$ cat src/rtl/coh_pkg.sv
package coh_pkg;

  typedef enum logic [1:0] {
    LINE_INV = 2'b00,
    LINE_SHR = 2'b01,
    LINE_DRT = 2'b10
  } lineState_e;

  typedef struct packed {
    logic       snpWe;
    lineState_e snpNext;
    logic       cpuWe;
    lineState_e cpuNext;
    logic       issueRd;
    logic       issueWr;
    logic       issueFlush;
  } cohStrobe_t;

endpackage

$ cat src/rtl/coh_ctrl.sv
module coh_ctrl
  import coh_pkg::*;
(
  input  logic       cpuValid,
  input  logic       cpuWrite,
  input  logic       snpValid,
  input  logic       snpWrite,
  input  logic       sameLine,
  input  lineState_e cpuCur,
  input  lineState_e snpCur,
  output cohStrobe_t strobe
);

  lineState_e cpuBase;

  always_comb begin
    strobe         = '0;
    strobe.snpNext = snpCur;
    // snoop side first
    if (snpValid) begin
      if (snpWrite) begin
        if (snpCur != LINE_INV) begin
          strobe.snpWe   = 1'b1;
          strobe.snpNext = LINE_INV;
        end
      end else if (snpCur == LINE_DRT) begin
        strobe.snpWe      = 1'b1;
        strobe.snpNext    = LINE_SHR;
        strobe.issueFlush = 1'b1;
      end
    end
    // local side sees the post-snoop state when both name one line
    cpuBase        = (snpValid && sameLine) ? strobe.snpNext : cpuCur;
    strobe.cpuNext = cpuBase;
    if (cpuValid) begin
      if (!cpuWrite) begin
        if (cpuBase == LINE_INV) begin
          strobe.cpuWe   = 1'b1;
          strobe.cpuNext = LINE_SHR;
          strobe.issueRd = 1'b1;
        end
      end else if (cpuBase != LINE_DRT) begin
        strobe.cpuWe   = 1'b1;
        strobe.cpuNext = LINE_DRT;
        strobe.issueWr = 1'b1;
      end
    end
  end

endmodule

$ cat src/rtl/coh_line_store.sv
module coh_line_store
  import coh_pkg::*;
#(
  parameter int LINE_BITS = 4
) (
  input  logic                 clk,
  input  logic                 rstN,
  input  logic [LINE_BITS-1:0] cpuIdx,
  input  logic [LINE_BITS-1:0] snpIdx,
  input  cohStrobe_t           strobe,
  output lineState_e           cpuCur,
  output lineState_e           snpCur,
  output logic                 busRdQ,
  output logic                 busWrQ,
  output logic [LINE_BITS-1:0] busIdxQ,
  output logic                 flushQ,
  output logic [LINE_BITS-1:0] flushIdxQ
);

  localparam int NUM_LINES = 1 << LINE_BITS;

  lineState_e stateQ [NUM_LINES];

  assign cpuCur = stateQ[cpuIdx];
  assign snpCur = stateQ[snpIdx];

  always_ff @(posedge clk) begin
    if (!rstN) begin
      for (int i = 0; i < NUM_LINES; i++) stateQ[i] <= LINE_INV;
    end else begin
      for (int i = 0; i < NUM_LINES; i++) begin
        if (strobe.cpuWe && (cpuIdx == LINE_BITS'(i)))
          stateQ[i] <= strobe.cpuNext;
        else if (strobe.snpWe && (snpIdx == LINE_BITS'(i)))
          stateQ[i] <= strobe.snpNext;
      end
    end
  end

  always_ff @(posedge clk) begin
    if (!rstN) begin
      busRdQ    <= 1'b0;
      busWrQ    <= 1'b0;
      busIdxQ   <= '0;
      flushQ    <= 1'b0;
      flushIdxQ <= '0;
    end else begin
      busRdQ    <= strobe.issueRd;
      busWrQ    <= strobe.issueWr;
      busIdxQ   <= cpuIdx;
      flushQ    <= strobe.issueFlush;
      flushIdxQ <= snpIdx;
    end
  end

endmodule

$ cat src/rtl/snoop_coherence_ctrl.sv
module snoop_coherence_ctrl
  import coh_pkg::*;
#(
  parameter int LINE_BITS = 4
) (
  input  logic                 clk,
  input  logic                 rstN,
  input  logic                 cpuValid,
  input  logic                 cpuWrite,
  input  logic [LINE_BITS-1:0] cpuLine,
  input  logic                 snpValid,
  input  logic                 snpWrite,
  input  logic [LINE_BITS-1:0] snpLine,
  output logic [1:0]           cpuLineState,
  output logic                 busRead,
  output logic                 busWrite,
  output logic [LINE_BITS-1:0] busLine,
  output logic                 busFlush,
  output logic [LINE_BITS-1:0] flushLine
);

  cohStrobe_t strobe;
  lineState_e cpuCur;
  lineState_e snpCur;

  coh_ctrl u_ctrl (
    .cpuValid (cpuValid),
    .cpuWrite (cpuWrite),
    .snpValid (snpValid),
    .snpWrite (snpWrite),
    .sameLine (cpuLine == snpLine),
    .cpuCur   (cpuCur),
    .snpCur   (snpCur),
    .strobe   (strobe)
  );

  coh_line_store #(.LINE_BITS(LINE_BITS)) u_store (
    .clk       (clk),
    .rstN      (rstN),
    .cpuIdx    (cpuLine),
    .snpIdx    (snpLine),
    .strobe    (strobe),
    .cpuCur    (cpuCur),
    .snpCur    (snpCur),
    .busRdQ    (busRead),
    .busWrQ    (busWrite),
    .busIdxQ   (busLine),
    .flushQ    (busFlush),
    .flushIdxQ (flushLine)
  );

  assign cpuLineState = cpuCur;

endmodule

$ cat config.mk
export PLATFORM = sky130hd
export DESIGN_NAME = snoop_coherence_ctrl
export DESIGN_NICKNAME = d
export VERILOG_FILES = /design/src/rtl/coh_pkg.sv /design/src/rtl/coh_ctrl.sv /design/src/rtl/coh_line_store.sv /design/src/rtl/snoop_coherence_ctrl.sv
export SDC_FILE = /design/constraint.sdc
export NUM_CORES = 1
export LEC_CHECK = 0
export BUFFER_PORTS_ARGS = -buffer_cell sky130_fd_sc_hd__buf_2
export CELL_PAD_IN_SITES_DETAIL_PLACEMENT = 0
export CELL_PAD_IN_SITES_GLOBAL_PLACEMENT = 1
export CORE_MARGIN = 2
export CORE_UTILIZATION = 52
export DETAILED_ROUTE_END_ITERATION = 16
export PLACE_DENSITY = 0.86
export SLEW_MARGIN = 25
export SYNTH_ARGS = -nofsm -noshare
export SYNTH_HDL_FRONTEND = slang
export SYNTH_SLANG_ARGS = --single-unit
export TNS_END_PERCENT = 30
$ cat constraint.sdc
create_clock -name clk -period 9 [get_ports clk]
set_input_delay 1.8 -clock clk [delete_from_list [all_inputs] [get_ports clk]]
set_output_delay 1.8 -clock clk [all_outputs]
set_load 0.02 [all_outputs]
==> results of run 1 <==
-- Yosys cell counts, types with 2 or more instances --
master and instances:
sky130_fd_sc_hd__or2_2 2, sky130_fd_sc_hd__and2_1 11, sky130_fd_sc_hd__o2111ai_1 8, sky130_fd_sc_hd__buf_1 2, sky130_fd_sc_hd__buf_6 6, sky130_fd_sc_hd__xor2_1 4, sky130_fd_sc_hd__nand2_1 12, sky130_fd_sc_hd__nand3b_1 2
sky130_fd_sc_hd__o311ai_2 2, sky130_fd_sc_hd__nor2b_1 14, sky130_fd_sc_hd__o211ai_1 4, sky130_fd_sc_hd__nor2_1 10, sky130_fd_sc_hd__edfxtp_1 32, sky130_fd_sc_hd__and3_1 2, sky130_fd_sc_hd__nand3_1 6, sky130_fd_sc_hd__and4_1 4
sky130_fd_sc_hd__and3b_1 2, sky130_fd_sc_hd__a22oi_1 8, sky130_fd_sc_hd__buf_2 3, sky130_fd_sc_hd__mux4_1 3, sky130_fd_sc_hd__mux2i_1 16, sky130_fd_sc_hd__mux4_2 10, sky130_fd_sc_hd__nand2b_1 5, sky130_fd_sc_hd__a22o_1 2
sky130_fd_sc_hd__dfxtp_1 11, sky130_fd_sc_hd__o221ai_1 16, sky130_fd_sc_hd__inv_1 2, sky130_fd_sc_hd__o21ai_2 3, sky130_fd_sc_hd__clkbuf_1 14, sky130_fd_sc_hd__nor3_1 13, sky130_fd_sc_hd__o31ai_1 8
-- sequential cells by signal, indices dropped and copies added, names as in the netlist --
register           count
u_store.busRdQ         1
u_store.stateQ        32
u_store.flushQ         1
u_store.flushIdxQ      4
u_store.busWrQ         1
u_store.busIdxQ        4
-- final cells by class --
| type | count | area [um2] | area share |
|---|---|---|---|
| clock buffers | 8 | 100.1 | 0.03256 |
| inverters | 2 | 7.507 | 0.002442 |
| multi-input cells | 182 | 1550 | 0.5043 |
| flip-flops and latches | 43 | 1181 | 0.3842 |
| well taps | 72 | 90.09 | 0.02930 |
| repair buffers | 28 | 145.1 | 0.04721 |
-- power groups by stage --
stage / clock network (mW) / logic, mW / registers [mW]
3_3_place_gp: 0 / 0.0990 / 0.237
4_1_cts: 0.138 / 0.100 / 0.232
2_1_floorplan: 0 / 0.0726 / 0.237
5_1_grt: 0.144 / 0.111 / 0.233
6_report: 0.136 / 0.102 / 0.232
3_5_place_dp: 0 / 0.0997 / 0.237
-- how the worst max path moves through the flow --
| stage | from | slack, ns | end |
|---|---|---|---|
| after detailed placement | cpuLine[0] | 3.97 | cpuLineState[1] |
| after global routing | cpuLine[0] | 3.83 | cpuLineState[1] |
| after floorplan | cpuLine[0] | 4.32 | cpuLineState[0] |
| final | cpuLine[0] | 3.98 | cpuLineState[1] |
| after CTS | cpuLine[0] | 3.96 | cpuLineState[1] |
| after global placement | cpuLine[0] | 3.96 | cpuLineState[1] |
-- metal layers --
layer	share of wire	GRT usage	vias up
met1	0.42	0.3705	1070
met5	0	0	-
li1	-	-	1031
met3	0.096	0.05862	29
met4	0.038	0.1246	0
met2	0.44	0.3810	131
-- placed cells by master (no fill, tap or decap), types with 2 or more instances in the layout --
cell type,instances
sky130_fd_sc_hd__inv_1,2
sky130_fd_sc_hd__and3b_1,2
sky130_fd_sc_hd__a22oi_1,8
sky130_fd_sc_hd__and4_1,4
sky130_fd_sc_hd__and3_1,2
sky130_fd_sc_hd__xor2_1,4
sky130_fd_sc_hd__or2_2,2
sky130_fd_sc_hd__nand2_1,12
sky130_fd_sc_hd__edfxtp_1,32
sky130_fd_sc_hd__o221ai_1,16
sky130_fd_sc_hd__nor3_1,13
sky130_fd_sc_hd__mux2i_1,16
sky130_fd_sc_hd__clkbuf_8,7
sky130_fd_sc_hd__o31ai_1,8
sky130_fd_sc_hd__nor2_1,10
sky130_fd_sc_hd__o21ai_2,3
sky130_fd_sc_hd__nand2b_1,5
sky130_fd_sc_hd__dfxtp_1,11
sky130_fd_sc_hd__and2_1,11
sky130_fd_sc_hd__o211ai_1,4
sky130_fd_sc_hd__a22o_1,2
sky130_fd_sc_hd__o2111ai_1,8
sky130_fd_sc_hd__mux4_2,10
sky130_fd_sc_hd__mux4_1,3
sky130_fd_sc_hd__buf_2,26
sky130_fd_sc_hd__buf_4,2
sky130_fd_sc_hd__nand3_1,6
sky130_fd_sc_hd__o311ai_2,2
sky130_fd_sc_hd__nor2b_1,14
sky130_fd_sc_hd__nand3b_1,2
-- through the flow --
stage / instances / cell area, um2 / hold slack [ns] / utilization
floorplan: 252 / 2882 / 0.8562 / -
global placement: 327 / 2974 / 0.9933 / 0.5468
detailed placement: 327 / 2974 / 0.9566 / 0.5468
CTS: 335 / 3074 / 1.004 / 0.5652
global route: 335 / 3074 / 1.063 / 0.5652
finish: 335 / 3074 / 1.012 / 0.5652
-- cells by family (layout without fill, tap and decap cells) --
family	Yosys count	in the layout	share of synthesized area
simple gates	91	91	0.1876
mux	30	30	0.1650
buf+inv	27	38	0.05210
xor+xnor	4	4	0.01216
compound gates	57	57	0.1733
flops	43	43	0.4099
-- worst register-to-register path, stage by stage, from the launching register on --
cell,delay (ns)
sky130_fd_sc_hd__edfxtp_1,0.40
sky130_fd_sc_hd__mux4_2,0.48
sky130_fd_sc_hd__a22oi_1,0.23
sky130_fd_sc_hd__nand3_2,0.16
sky130_fd_sc_hd__o311a_4,0.37
sky130_fd_sc_hd__nor4_4,0.53
sky130_fd_sc_hd__o21ai_2,0.32
sky130_fd_sc_hd__o211ai_1,0.36
sky130_fd_sc_hd__mux2i_1,0.11
==> insert_results.sql, run 1 <==
INSERT INTO impl_metrics (metric_group, metric, value, unit) VALUES
('outcome', 'run_status', 'finished, final reports clean', ''),
('pwr', 'fin_total_pwr', '0.4697', 'mW'),
('timing', 'finalCritPeriodShare', '0.5580', ''),
('worst_setup_path', 'classification_of_the_worst_setup_path', 'input pin to primary output', ''),
('min_path', 'holdPathEnd', 'u_store.flushQ', ''),
('final_layout', 'fin_nets', '276', ''),
('timing', 'maxSlewHeadroom', '0.4981', ''),
('min_path', 'hold_start', 'u_store.stateQ[11][1]', ''),
('job', 'drv.max_cap_violation_count', '0', ''),
('final_layout', 'fillerInstances', '481', ''),
('final_layout', 'post_route_cells_drive_above_1_share', '0.2243', ''),
('global_route', 'gr-usage-all-layers', '0.2617', ''),
('pwr', 'vdd.ir_drop.worst', '0.00006951', 'V'),
('worst_setup_path', 'r2r.worst_path.cells', '8', ''),
('pwr', 'combPwrFrac', '0.216', ''),
('global_route', 'largest_net_degree_at_the_start_of_global_routing', '34', ''),
('worst_setup_path', 'path_cells', 'buf_2 > mux4_2 > a22oi_1 > nand2_1 > buf_2', ''),
('synthesis', 'post_synth_main_area_contributors', 'sky130_fd_sc_hd__edfxtp_1 (33%), sky130_fd_sc_hd__mux4_2 (7.8%), sky130_fd_sc_hd__dfxtp_1 (7.6%)', ''),
('pwr', 'pwr_density_cell', '152.8', 'nW/um2'),
('worst_setup_path', 'cp.buffers_inverters', '2', ''),
('clock_tree', 'ctsLongestPathBuffers', '2', ''),
('timing', 'tightest_slew', '0.7460', 'ns'),
('synthesis', 'syn_inst', '252', ''),
('min_path', 'holdPathStages', '4', ''),
('synthesis', 'ys_seq_elements', '43', ''),
('clock_tree', 'hold_buffers', '0', ''),
('placement', 'globalplace.congestion', '0.8592', ''),
('clock_tree', 'cts_htree_levels', '2', ''),
('worst_setup_path', 'setup.reg_to_reg.worst_slack', '5.78', 'ns'),
('synthesis', 'syn_avg_cell_area', '11.43', 'um2'),
('pwr', 'seq_power_share', '0.495', ''),
('die', 'floorplan.initialDensity', '0.5298', ''),
('route', 'postRouteAntennaNets', '0', ''),
('synthesis', 'ys_warn_count', '0', ''),
('clock_tree', 'post_cts_resize_count', '0', ''),
('timing', 'setup_slack', '3.978', 'ns'),
('synthesis', 'yosys_cell_types', '46', ''),
('worst_setup_path', 'cp-end-kind', 'primary output', ''),
('worst_setup_path', 'worst_r2r_endpoint', 'u_store.stateQ[12][0]', ''),
('global_route', 'grt_first_pass_wirelength', '12160', 'um'),
('pwr', 'power.net_switching', '0.1376', 'mW'),
('worst_setup_path', 'timing.critical_path.slowest_cell_delay', '0.61', 'ns'),
('final_layout', 'ant_diodes', '0', ''),
('synthesis', 'post-synth-top-area-cell', 'sky130_fd_sc_hd__edfxtp_1', ''),
('synthesis', 'synth_edf_count', '32', ''),
('timing', 'final_hold_violation_count', '0', ''),
('route', 'first_iter_violations', '299', ''),
('global_route', 'number_of_global_route_vias_before_repair', '2212', ''),
('worst_setup_path', 'r2r-start', 'u_store.stateQ[2][1]', ''),
('route', 'routed-via-count', '2261', ''),
('pwr', 'static-leakage-power', '1.142', 'nW'),
('timing', 'grt_setup_unrepaired', 'no', ''),
('die', 'floorplan.io_pins', '27', ''),
('global_route', 'globalRoute.totalOverflow', '0', ''),
('worst_setup_path', 'cp.arrival', '3.22', 'ns'),
('worst_setup_path', 'timing.critical_path.max_delay_family', 'multiplexers', ''),
('placement', 'placement.setup.worst_slack', '3.968', 'ns'),
('synthesis', 'synthesis.area', '2882', 'um2'),
('route', 'route.final.wire_length', '7437', 'um'),
('worst_setup_path', 'worst_setup_path_start_kind', 'input pin', ''),
('die', 'fp.coreArea', '5439', 'um2'),
('pwr', 'p_int', '0.3321', 'mW'),
('worst_setup_path', 'timing.critical_path.slowest_stage_cell', 'sky130_fd_sc_hd__mux4_2', ''),
('clock_tree', 'worst_skew_pair_latency', '0.30', 'ns'),
('route', 'wl_per_cell', '22.20', 'um'),
('synthesis', 'synth_largest_type_area_fraction', '0.3335', ''),
('synthesis', 'ys.flop_type', 'sky130_fd_sc_hd__edfxtp_1', ''),
('min_path', 'worstHoldPathType', 'flip-flop to flip-flop', ''),
('clock_tree', 'cts_buffers', '5', ''),
('timing', 'setup_violations', '0', ''),
('clock_tree', 'root_buffer', 'sky130_fd_sc_hd__clkbuf_8', '');
Note: power is estimated with default switching activity, not from simulation.
==> run 2, diff against run 1 <==
--- a/config.mk
+++ b/config.mk
@@ -9,9 +9,9 @@
 export CELL_PAD_IN_SITES_DETAIL_PLACEMENT = 0
 export CELL_PAD_IN_SITES_GLOBAL_PLACEMENT = 1
 export CORE_MARGIN = 2
-export CORE_UTILIZATION = 52
+export CORE_UTILIZATION = 43
 export DETAILED_ROUTE_END_ITERATION = 16
-export PLACE_DENSITY = 0.86
+export PLACE_DENSITY = 0.76
 export SLEW_MARGIN = 25
 export SYNTH_ARGS = -nofsm -noshare
 export SYNTH_HDL_FRONTEND = slang
==> constraint.sdc (replaced) <==
create_clock -name clk -period 4 [get_ports clk]
set_input_delay 0.8 -clock clk [delete_from_list [all_inputs] [get_ports clk]]
set_output_delay 0.8 -clock clk [all_outputs]
set_load 0.02 [all_outputs]
==> insert_results.sql, run 2 (synthesis results as in run 1) <==
INSERT INTO impl_metrics (metric_group, metric, value, unit) VALUES
('outcome', 'run_status', 'finished with violations', ''),
('outcome', 'violated_checks', 'DRC', ''),
('pwr', 'combPwrFrac', '0.224', ''),
('clock_tree', 'worst_skew_pair_latency', '0.30', 'ns'),
('final_layout', 'largest_register_ffs', '32', ''),
('pwr', 'p_clk_frac', '0.265', ''),
('clock_tree', 'ctsLongestPathBuffers', '2', ''),
('pwr', 'static-leakage-power', '1.148', 'nW'),
('route', 'first_iter_violations', '262', ''),
('clock_tree', 'clk_pin_slew_worst_paths', '0.08', 'ns'),
('final_layout', 'largest_register', 'u_store.stateQ', ''),
('final_layout', 'layout-area-overhead-vs-synth', '7.034', '%'),
('die', 'floorplan.die.height', '85.86', 'um'),
('clock_tree', 'cts_buffers', '5', ''),
('final_layout', 'mostFrequentLayoutCells', 'sky130_fd_sc_hd__edfxtp_1 (32), sky130_fd_sc_hd__buf_2 (26), sky130_fd_sc_hd__mux2i_1 (16), sky130_fd_sc_hd__o221ai_1 (16), sky130_fd_sc_hd__nor2b_1 (14)', ''),
('worst_setup_path', 'timing.critical_path.slowest_stage_cell', 'sky130_fd_sc_hd__nor4_4', ''),
('worst_setup_path', 'setup.reg_to_reg.worst_slack', '0.77', 'ns'),
('timing', 'maxSlewHeadroom', '0.5779', ''),
('placement', 'placedCellCount', '335', ''),
('clock_tree', 'hold_buffers', '0', ''),
('global_route', 'globalRoute.totalOverflow', '0', ''),
('die', 'placement_rows', '29', ''),
('route', 'viasPerCell', '6.653', ''),
('pwr', 'vdd.ir_drop.worst', '0.0001351', 'V'),
('min_path', 'holdPathStages', '2', ''),
('timing', 'tightest_slew', '0.6331', 'ns'),
('final_layout', 'final_common_cell', 'sky130_fd_sc_hd__edfxtp_1', ''),
('route', 'route.final.wire_length', '7902', 'um'),
('global_route', 'number_of_global_route_vias_before_repair', '2129', ''),
('clock_tree', 'clock_tree_from_tritoncts', 'yes', ''),
('min_path', 'holdPathEnd', 'u_store.busRdQ', ''),
('job', 'drv.max_cap_violation_count', '0', ''),
('worst_setup_path', 'cp-end-kind', 'flip-flop', ''),
('timing', 'setup_tns', '0', 'ns'),
('worst_setup_path', 'worst_setup_path_start_kind', 'input pin', ''),
('placement', 'placement.setup.worst_slack', '0.1590', 'ns'),
('worst_setup_path', 'timing.critical_path.fanout_max', '22', ''),
('final_layout', 'final_cell_area', '3084', 'um2'),
('final_layout', 'top_regs', 'u_store.stateQ x32, u_store.busIdxQ x4, u_store.flushIdxQ x4', ''),
('route', 'postRouteAntennaNets', '0', ''),
('final_layout', 'ant_diodes', '0', ''),
('pwr', 'netSwitchingFraction', '0.3045', ''),
('timing', 'highest_achievable_clock_rate', '280.6', 'MHz'),
('final_layout', 'finish.cell_count_without_fillers', '343', ''),
('route', 'route.detailed.drc', '2', ''),
('final_layout', 'fin_util', '0.4802', ''),
('worst_setup_path', 'cp.buffers_inverters', '1', ''),
('timing', 'finalCritPeriodShare', '0.8909', ''),
('pwr', 'p_int', '0.7144', 'mW'),
('global_route', 'grt_first_pass_wirelength', '12240', 'um'),
('timing', 'hold-worst-slack', '0.7916', 'ns'),
('timing', 'final.min_clock_period', '3.564', 'ns'),
('die', 'die_area', '7372', 'um2'),
('die', 'die_span_x', '85.86', 'um'),
('timing', 'final-max-slew-violation-count', '0', ''),
('placement', 'place.detailed.hpwl', '5789', 'um'),
('timing', 'setup_violations', '0', ''),
('timing', 'setup_slack', '0.4365', 'ns'),
('die', 'floorplan.initialDensity', '0.4487', ''),
('clock_tree', 'post_cts_resize_count', '0', ''),
('global_route', 'number_of_antenna_violations_at_the_first_check_in_global_routing', '0', ''),
('final_layout', 'post_route_cells_drive_above_1_share', '0.2293', ''),
('clock_tree', 'post_cts_setup_buffer_count', '0', ''),
('clock_tree', 'root_buffer', 'sky130_fd_sc_hd__clkbuf_8', ''),
('pwr', 'seq_power_share', '0.512', ''),
('placement', 'globalplace.congestion', '0.8772', ''),
('pwr', 'power.net_switching', '0.3128', 'mW'),
('pwr', 'pwr_density_cell', '333.1', 'nW/um2'),
('timing', 'clock-skew-final', '0.005981', 'ns'),
('final_layout', 'fin_nets', '279', ''),
('global_route', 'largest_net_degree_at_the_start_of_global_routing', '34', ''),
('pwr', 'fin_total_pwr', '1.027', 'mW'),
('clock_tree', 'cts_htree_levels', '2', ''),
('die', 'floorplan.io_pins', '27', ''),
('worst_setup_path', 'timing.critical_path.slowest_cell_delay', '0.53', 'ns'),
('worst_setup_path', 'cp.arrival', '3.53', 'ns'),
('worst_setup_path', 'classification_of_the_worst_setup_path', 'input pin to flip-flop', ''),
('route', 'wl_per_cell', '23.04', 'um'),
('route', 'detail_route.first_pass.iterations', '11', ''),
('min_path', 'worstHoldPathType', 'input pin to flip-flop', ''),
('worst_setup_path', 'r2r-start', 'u_store.stateQ[2][1]', ''),
('global_route', 'gr-usage-all-layers', '0.2218', ''),
('die', 'fp.coreArea', '6422', 'um2'),
('timing', 'final_hold_violation_count', '0', ''),
('worst_setup_path', 'crit_path_required_time', '3.96', 'ns'),
('route', 'routed-via-count', '2282', ''),
('placement', 'io_buffers', '26', ''),
('timing', 'grt_setup_unrepaired', 'no', ''),
('min_path', 'hold_start', 'cpuWrite', ''),
('placement', 'placed_cell_area', '3003', 'um2'),
('worst_setup_path', 'r2r.worst_path.cells', '7', ''),
('clock_tree', 'tritoncts_num_sinks', '43', ''),
('worst_setup_path', 'timing.critical_path.max_delay_family', 'compound AO/OA/AOI/OAI gates', ''),
('worst_setup_path', 'path_cells', 'buf_2 > mux4_2 > a22oi_1 > nand3_2 > o311a_4 > nor4_4 > o21ai_2 > o221ai_1', ''),
('worst_setup_path', 'worst_r2r_endpoint', 'u_store.stateQ[4][1]', '');
## run 2: cell count changes in the layout (fill, tap and decap cells not counted), sizes merged
cell	delta
clkinv	+1
buf	+3
clkbuf	-1
## run 2: power groups by stage
stage	Combinational (mW)	Sequential (mW)	Clock, mW
3_5_place_dp	0.227	0.535	0
2_1_floorplan	0.163	0.533	0
3_3_place_gp	0.226	0.535	0
5_1_grt	0.248	0.528	0.287
4_1_cts	0.228	0.525	0.274
6_report	0.230	0.526	0.272
## run 2: layout make-up
type                    instances  area [um2]
clock buffers                   7       76.32
clock inverters                 1       5.005
fillers                       590        3338
inverters                       2       7.507
multi-input cells             182        1550
flip-flops and latches         43        1181
well taps                      77       96.34
repair buffers                 31       167.7
## run 2: worst max path at each step
stage | endpoint | from | cells after the start
5_1_grt | u_store.stateQ[13][0] | cpuLine[0] | 8
3_3_place_gp | u_store.stateQ[15][0] | snpLine[0] | 9
4_1_cts | u_store.stateQ[15][1] | snpLine[0] | 9
2_1_floorplan | u_store.stateQ[15][0] | snpLine[0] | 9
6_report | u_store.stateQ[4][1] | snpLine[1] | 8
3_5_place_dp | u_store.stateQ[15][0] | snpLine[0] | 9
## run 2: metal layers
metal,vias to the layer above,GRT usage,share of wire
met4,0,0.07648,0.031
met1,1101,0.3152,0.45
met5,-,0,0
met2,117,0.3404,0.45
met3,23,0.04139,0.078
li1,1041,-,-
==> run 3, diff against run 2 <==
--- a/config.mk
+++ b/config.mk
@@ -12,6 +12,7 @@
 export CORE_UTILIZATION = 43
 export DETAILED_ROUTE_END_ITERATION = 16
 export PLACE_DENSITY = 0.76
+export REMOVE_ABC_BUFFERS = 1
 export SLEW_MARGIN = 25
 export SYNTH_ARGS = -nofsm -noshare
 export SYNTH_HDL_FRONTEND = slang
==> insert_results.sql, run 3 (synthesis results as in run 1) <==
INSERT INTO impl_metrics (metric_group, metric, value, unit) VALUES
('outcome', 'run_status', 'finished with violations', ''),
('outcome', 'violated_checks', 'DRC', ''),
('placement', 'placedCellCount', '336', ''),
('route', 'postRouteAntennaNets', '0', ''),
('timing', 'finalCritPeriodShare', '0.8948', ''),
('die', 'die_span_x', '85.86', 'um'),
('placement', 'io_buffers', '26', ''),
('pwr', 'seq_power_share', '0.505', ''),
('worst_setup_path', 'setup.reg_to_reg.worst_slack', '0.80', 'ns'),
('worst_setup_path', 'cp.arrival', '3.72', 'ns'),
('worst_setup_path', 'classification_of_the_worst_setup_path', 'input pin to flip-flop', ''),
('timing', 'hold-worst-slack', '0.8020', 'ns'),
('pwr', 'pwr_density_cell', '334.3', 'nW/um2'),
('global_route', 'globalRoute.totalOverflow', '0', ''),
('clock_tree', 'post_cts_setup_buffer_count', '0', ''),
('worst_setup_path', 'r2r-start', 'u_store.stateQ[0][1]', ''),
('timing', 'final.min_clock_period', '3.579', 'ns'),
('timing', 'grt_setup_unrepaired', 'no', ''),
('clock_tree', 'cts_htree_levels', '2', ''),
('pwr', 'combPwrFrac', '0.226', ''),
('final_layout', 'largest_register_ffs', '32', ''),
('timing', 'setup_violations', '0', ''),
('global_route', 'gr-usage-all-layers', '0.2267', ''),
('global_route', 'global_route.usage.met1', '0.3076', ''),
('final_layout', 'layout-area-overhead-vs-synth', '7.425', '%'),
('worst_setup_path', 'cp.buffers_inverters', '1', ''),
('worst_setup_path', 'worstSetupStartpoint', 'snpLine[0]', ''),
('timing', 'final_hold_violation_count', '0', ''),
('route', 'detail_route.first_pass.iterations', '11', ''),
('worst_setup_path', 'cp-end-kind', 'flip-flop', ''),
('pwr', 'vdd.ir_drop.worst', '0.0001139', 'V'),
('route', 'routed-via-count', '2317', ''),
('clock_tree', 'root_buffer', 'sky130_fd_sc_hd__clkbuf_8', ''),
('final_layout', 'final_common_cell', 'sky130_fd_sc_hd__edfxtp_1', ''),
('final_layout', 'top_regs', 'u_store.stateQ x32, u_store.busIdxQ x4, u_store.flushIdxQ x4', ''),
('timing', 'final-max-slew-violation-count', '0', ''),
('final_layout', 'finish.cell_count_without_fillers', '344', ''),
('pwr', 'power.net_switching', '0.3196', 'mW'),
('clock_tree', 'ctsLongestPathBuffers', '2', ''),
('worst_setup_path', 'path_cells', 'buf_2 > mux4_2 > a22oi_1 > nand3_2 > o311a_4 > nor4_4 > o21ai_2 > o211ai_1 > mux2i_1', ''),
('placement', 'globalplace.congestion', '0.8923', ''),
('clock_tree', 'clock_tree_from_tritoncts', 'yes', ''),
('global_route', 'met3_routing_resource_usage_after_global_routing', '0.05005', ''),
('pwr', 'p_clk_frac', '0.268', ''),
('final_layout', 'post_route_cells_drive_above_1_share', '0.2360', ''),
('die', 'die_area', '7372', 'um2'),
('worst_setup_path', 'timing.critical_path.slowest_stage_cell', 'sky130_fd_sc_hd__mux4_2', ''),
('final_layout', 'mostFrequentLayoutCells', 'sky130_fd_sc_hd__edfxtp_1 (32), sky130_fd_sc_hd__buf_2 (26), sky130_fd_sc_hd__mux2i_1 (16), sky130_fd_sc_hd__o221ai_1 (16), sky130_fd_sc_hd__nor2b_1 (14)', ''),
('pwr', 'static-leakage-power', '1.151', 'nW'),
('die', 'placement_rows', '29', ''),
('worst_setup_path', 'timing.critical_path.max_delay_family', 'compound AO/OA/AOI/OAI gates', ''),
('clock_tree', 'tritoncts_num_sinks', '43', ''),
('clock_tree', 'cts_buffers', '5', ''),
('worst_setup_path', 'crit_path_required_time', '4.14', 'ns'),
('timing', 'tightest_slew', '0.6478', 'ns'),
('die', 'fp.coreArea', '6422', 'um2'),
('worst_setup_path', 'timing.critical_path.fanout_max', '13', ''),
('route', 'first_iter_violations', '369', ''),
('die', 'floorplan.initialDensity', '0.4487', ''),
('die', 'floorplan.io_pins', '27', ''),
('global_route', 'grt_most_used_layer', 'met2', ''),
('clock_tree', 'post_cts_resize_count', '0', ''),
('route', 'route.final.wire_length', '7775', 'um'),
('pwr', 'netSwitchingFraction', '0.3088', ''),
('final_layout', 'ant_diodes', '0', ''),
('pwr', 'p_int', '0.7154', 'mW'),
('final_layout', 'fin_nets', '280', ''),
('job', 'drv.max_cap_violation_count', '0', ''),
('min_path', 'hold_start', 'cpuWrite', ''),
('timing', 'clock-skew-final', '0.01173', 'ns'),
('timing', 'highest_achievable_clock_rate', '279.4', 'MHz'),
('placement', 'place.detailed.hpwl', '5431', 'um'),
('global_route', 'number_of_global_route_vias_before_repair', '2184', ''),
('clock_tree', 'hold_buffers', '0', ''),
('worst_setup_path', 'worst_setup_path_start_kind', 'input pin', ''),
('clock_tree', 'worst_skew_pair_latency', '0.31', 'ns'),
('min_path', 'worstHoldPathType', 'input pin to flip-flop', ''),
('route', 'route.detailed.drc', '4', ''),
('global_route', 'grt_first_pass_wirelength', '12570', 'um'),
('final_layout', 'largest_register', 'u_store.stateQ', ''),
('worst_setup_path', 'timing.critical_path.slowest_cell_delay', '0.55', 'ns'),
('timing', 'setup_tns', '0', 'ns'),
('global_route', 'use_met2', '0.3601', ''),
('route', 'wl_per_cell', '22.60', 'um'),
('die', 'floorplan.die.height', '85.86', 'um'),
('route', 'viasPerCell', '6.735', ''),
('global_route', 'largest_net_degree_at_the_start_of_global_routing', '34', ''),
('global_route', 'number_of_antenna_violations_at_the_first_check_in_global_routing', '0', ''),
('clock_tree', 'clk_pin_slew_worst_paths', '0.08', 'ns'),
('timing', 'maxSlewHeadroom', '0.5681', '');
## run 3: cell count changes in the layout (fill, tap and decap cells not counted), sizes merged
cell and change:
buf +1, clkinvlp +1, clkbuf -1
## run 3: worst register-to-register path, cell delays in order (launching register included)
cell	delay (ns)
sky130_fd_sc_hd__edfxtp_1	0.43
sky130_fd_sc_hd__mux4_2	0.48
sky130_fd_sc_hd__a22oi_1	0.23
sky130_fd_sc_hd__nand3_2	0.17
sky130_fd_sc_hd__o311a_4	0.38
sky130_fd_sc_hd__nor4_4	0.51
sky130_fd_sc_hd__o21ai_2	0.29
sky130_fd_sc_hd__o211ai_1	0.31
sky130_fd_sc_hd__mux2i_1	0.24
## run 3: worst paths after layout
check,endpoint,depth (start not counted)
max reg2reg,u_store.stateQ[12][0],8
max,u_store.stateQ[12][0],9
min reg2reg,u_store.flushQ,4
min,u_store.busRdQ,2
## run 3: metal layers
layer  wire length (um)  part of all wire  vias up
met5                  0                 0        -
met4                184             0.024        0
met2               3741              0.48      136
li1                   -                 -     1047
met3                776              0.10       13
met1               3073              0.40     1121
## run 3: power by group through the flow
stage               Sequential, mW  Clock, mW  Combinational, mW
floorplan                    0.533          0              0.137
global placement             0.532          0              0.232
detailed placement           0.533          0              0.232
CTS                          0.522      0.283              0.232
global route                 0.526      0.301              0.255
finish                       0.523      0.277              0.234
## run 3: layout make-up
cell class | count | area (um2)
clock inverter | 2 | 12.51
fill | 590 | 3327
tap | 77 | 96.34
sequential | 43 | 1181
clock buffer | 6 | 72.57
multi-input combinational | 182 | 1550
inverter | 2 | 7.507
timing repair buffer | 32 | 175.2
## run 3: stage by stage
step / utilization / power, mW / setup slack (ns) / cell area (um2)
after global placement: 0.4687 / 0.7643 / 0.2135 / 3010
after CTS: 0.4820 / 1.038 / 0.4030 / 3095
after floorplan: - / 0.6704 / 0.6851 / 2739
final: 0.4820 / 1.035 / 0.4207 / 3095
after global routing: 0.4820 / 1.081 / 0.2592 / 3095
after detailed placement: 0.4687 / 0.7647 / 0.1025 / 3010
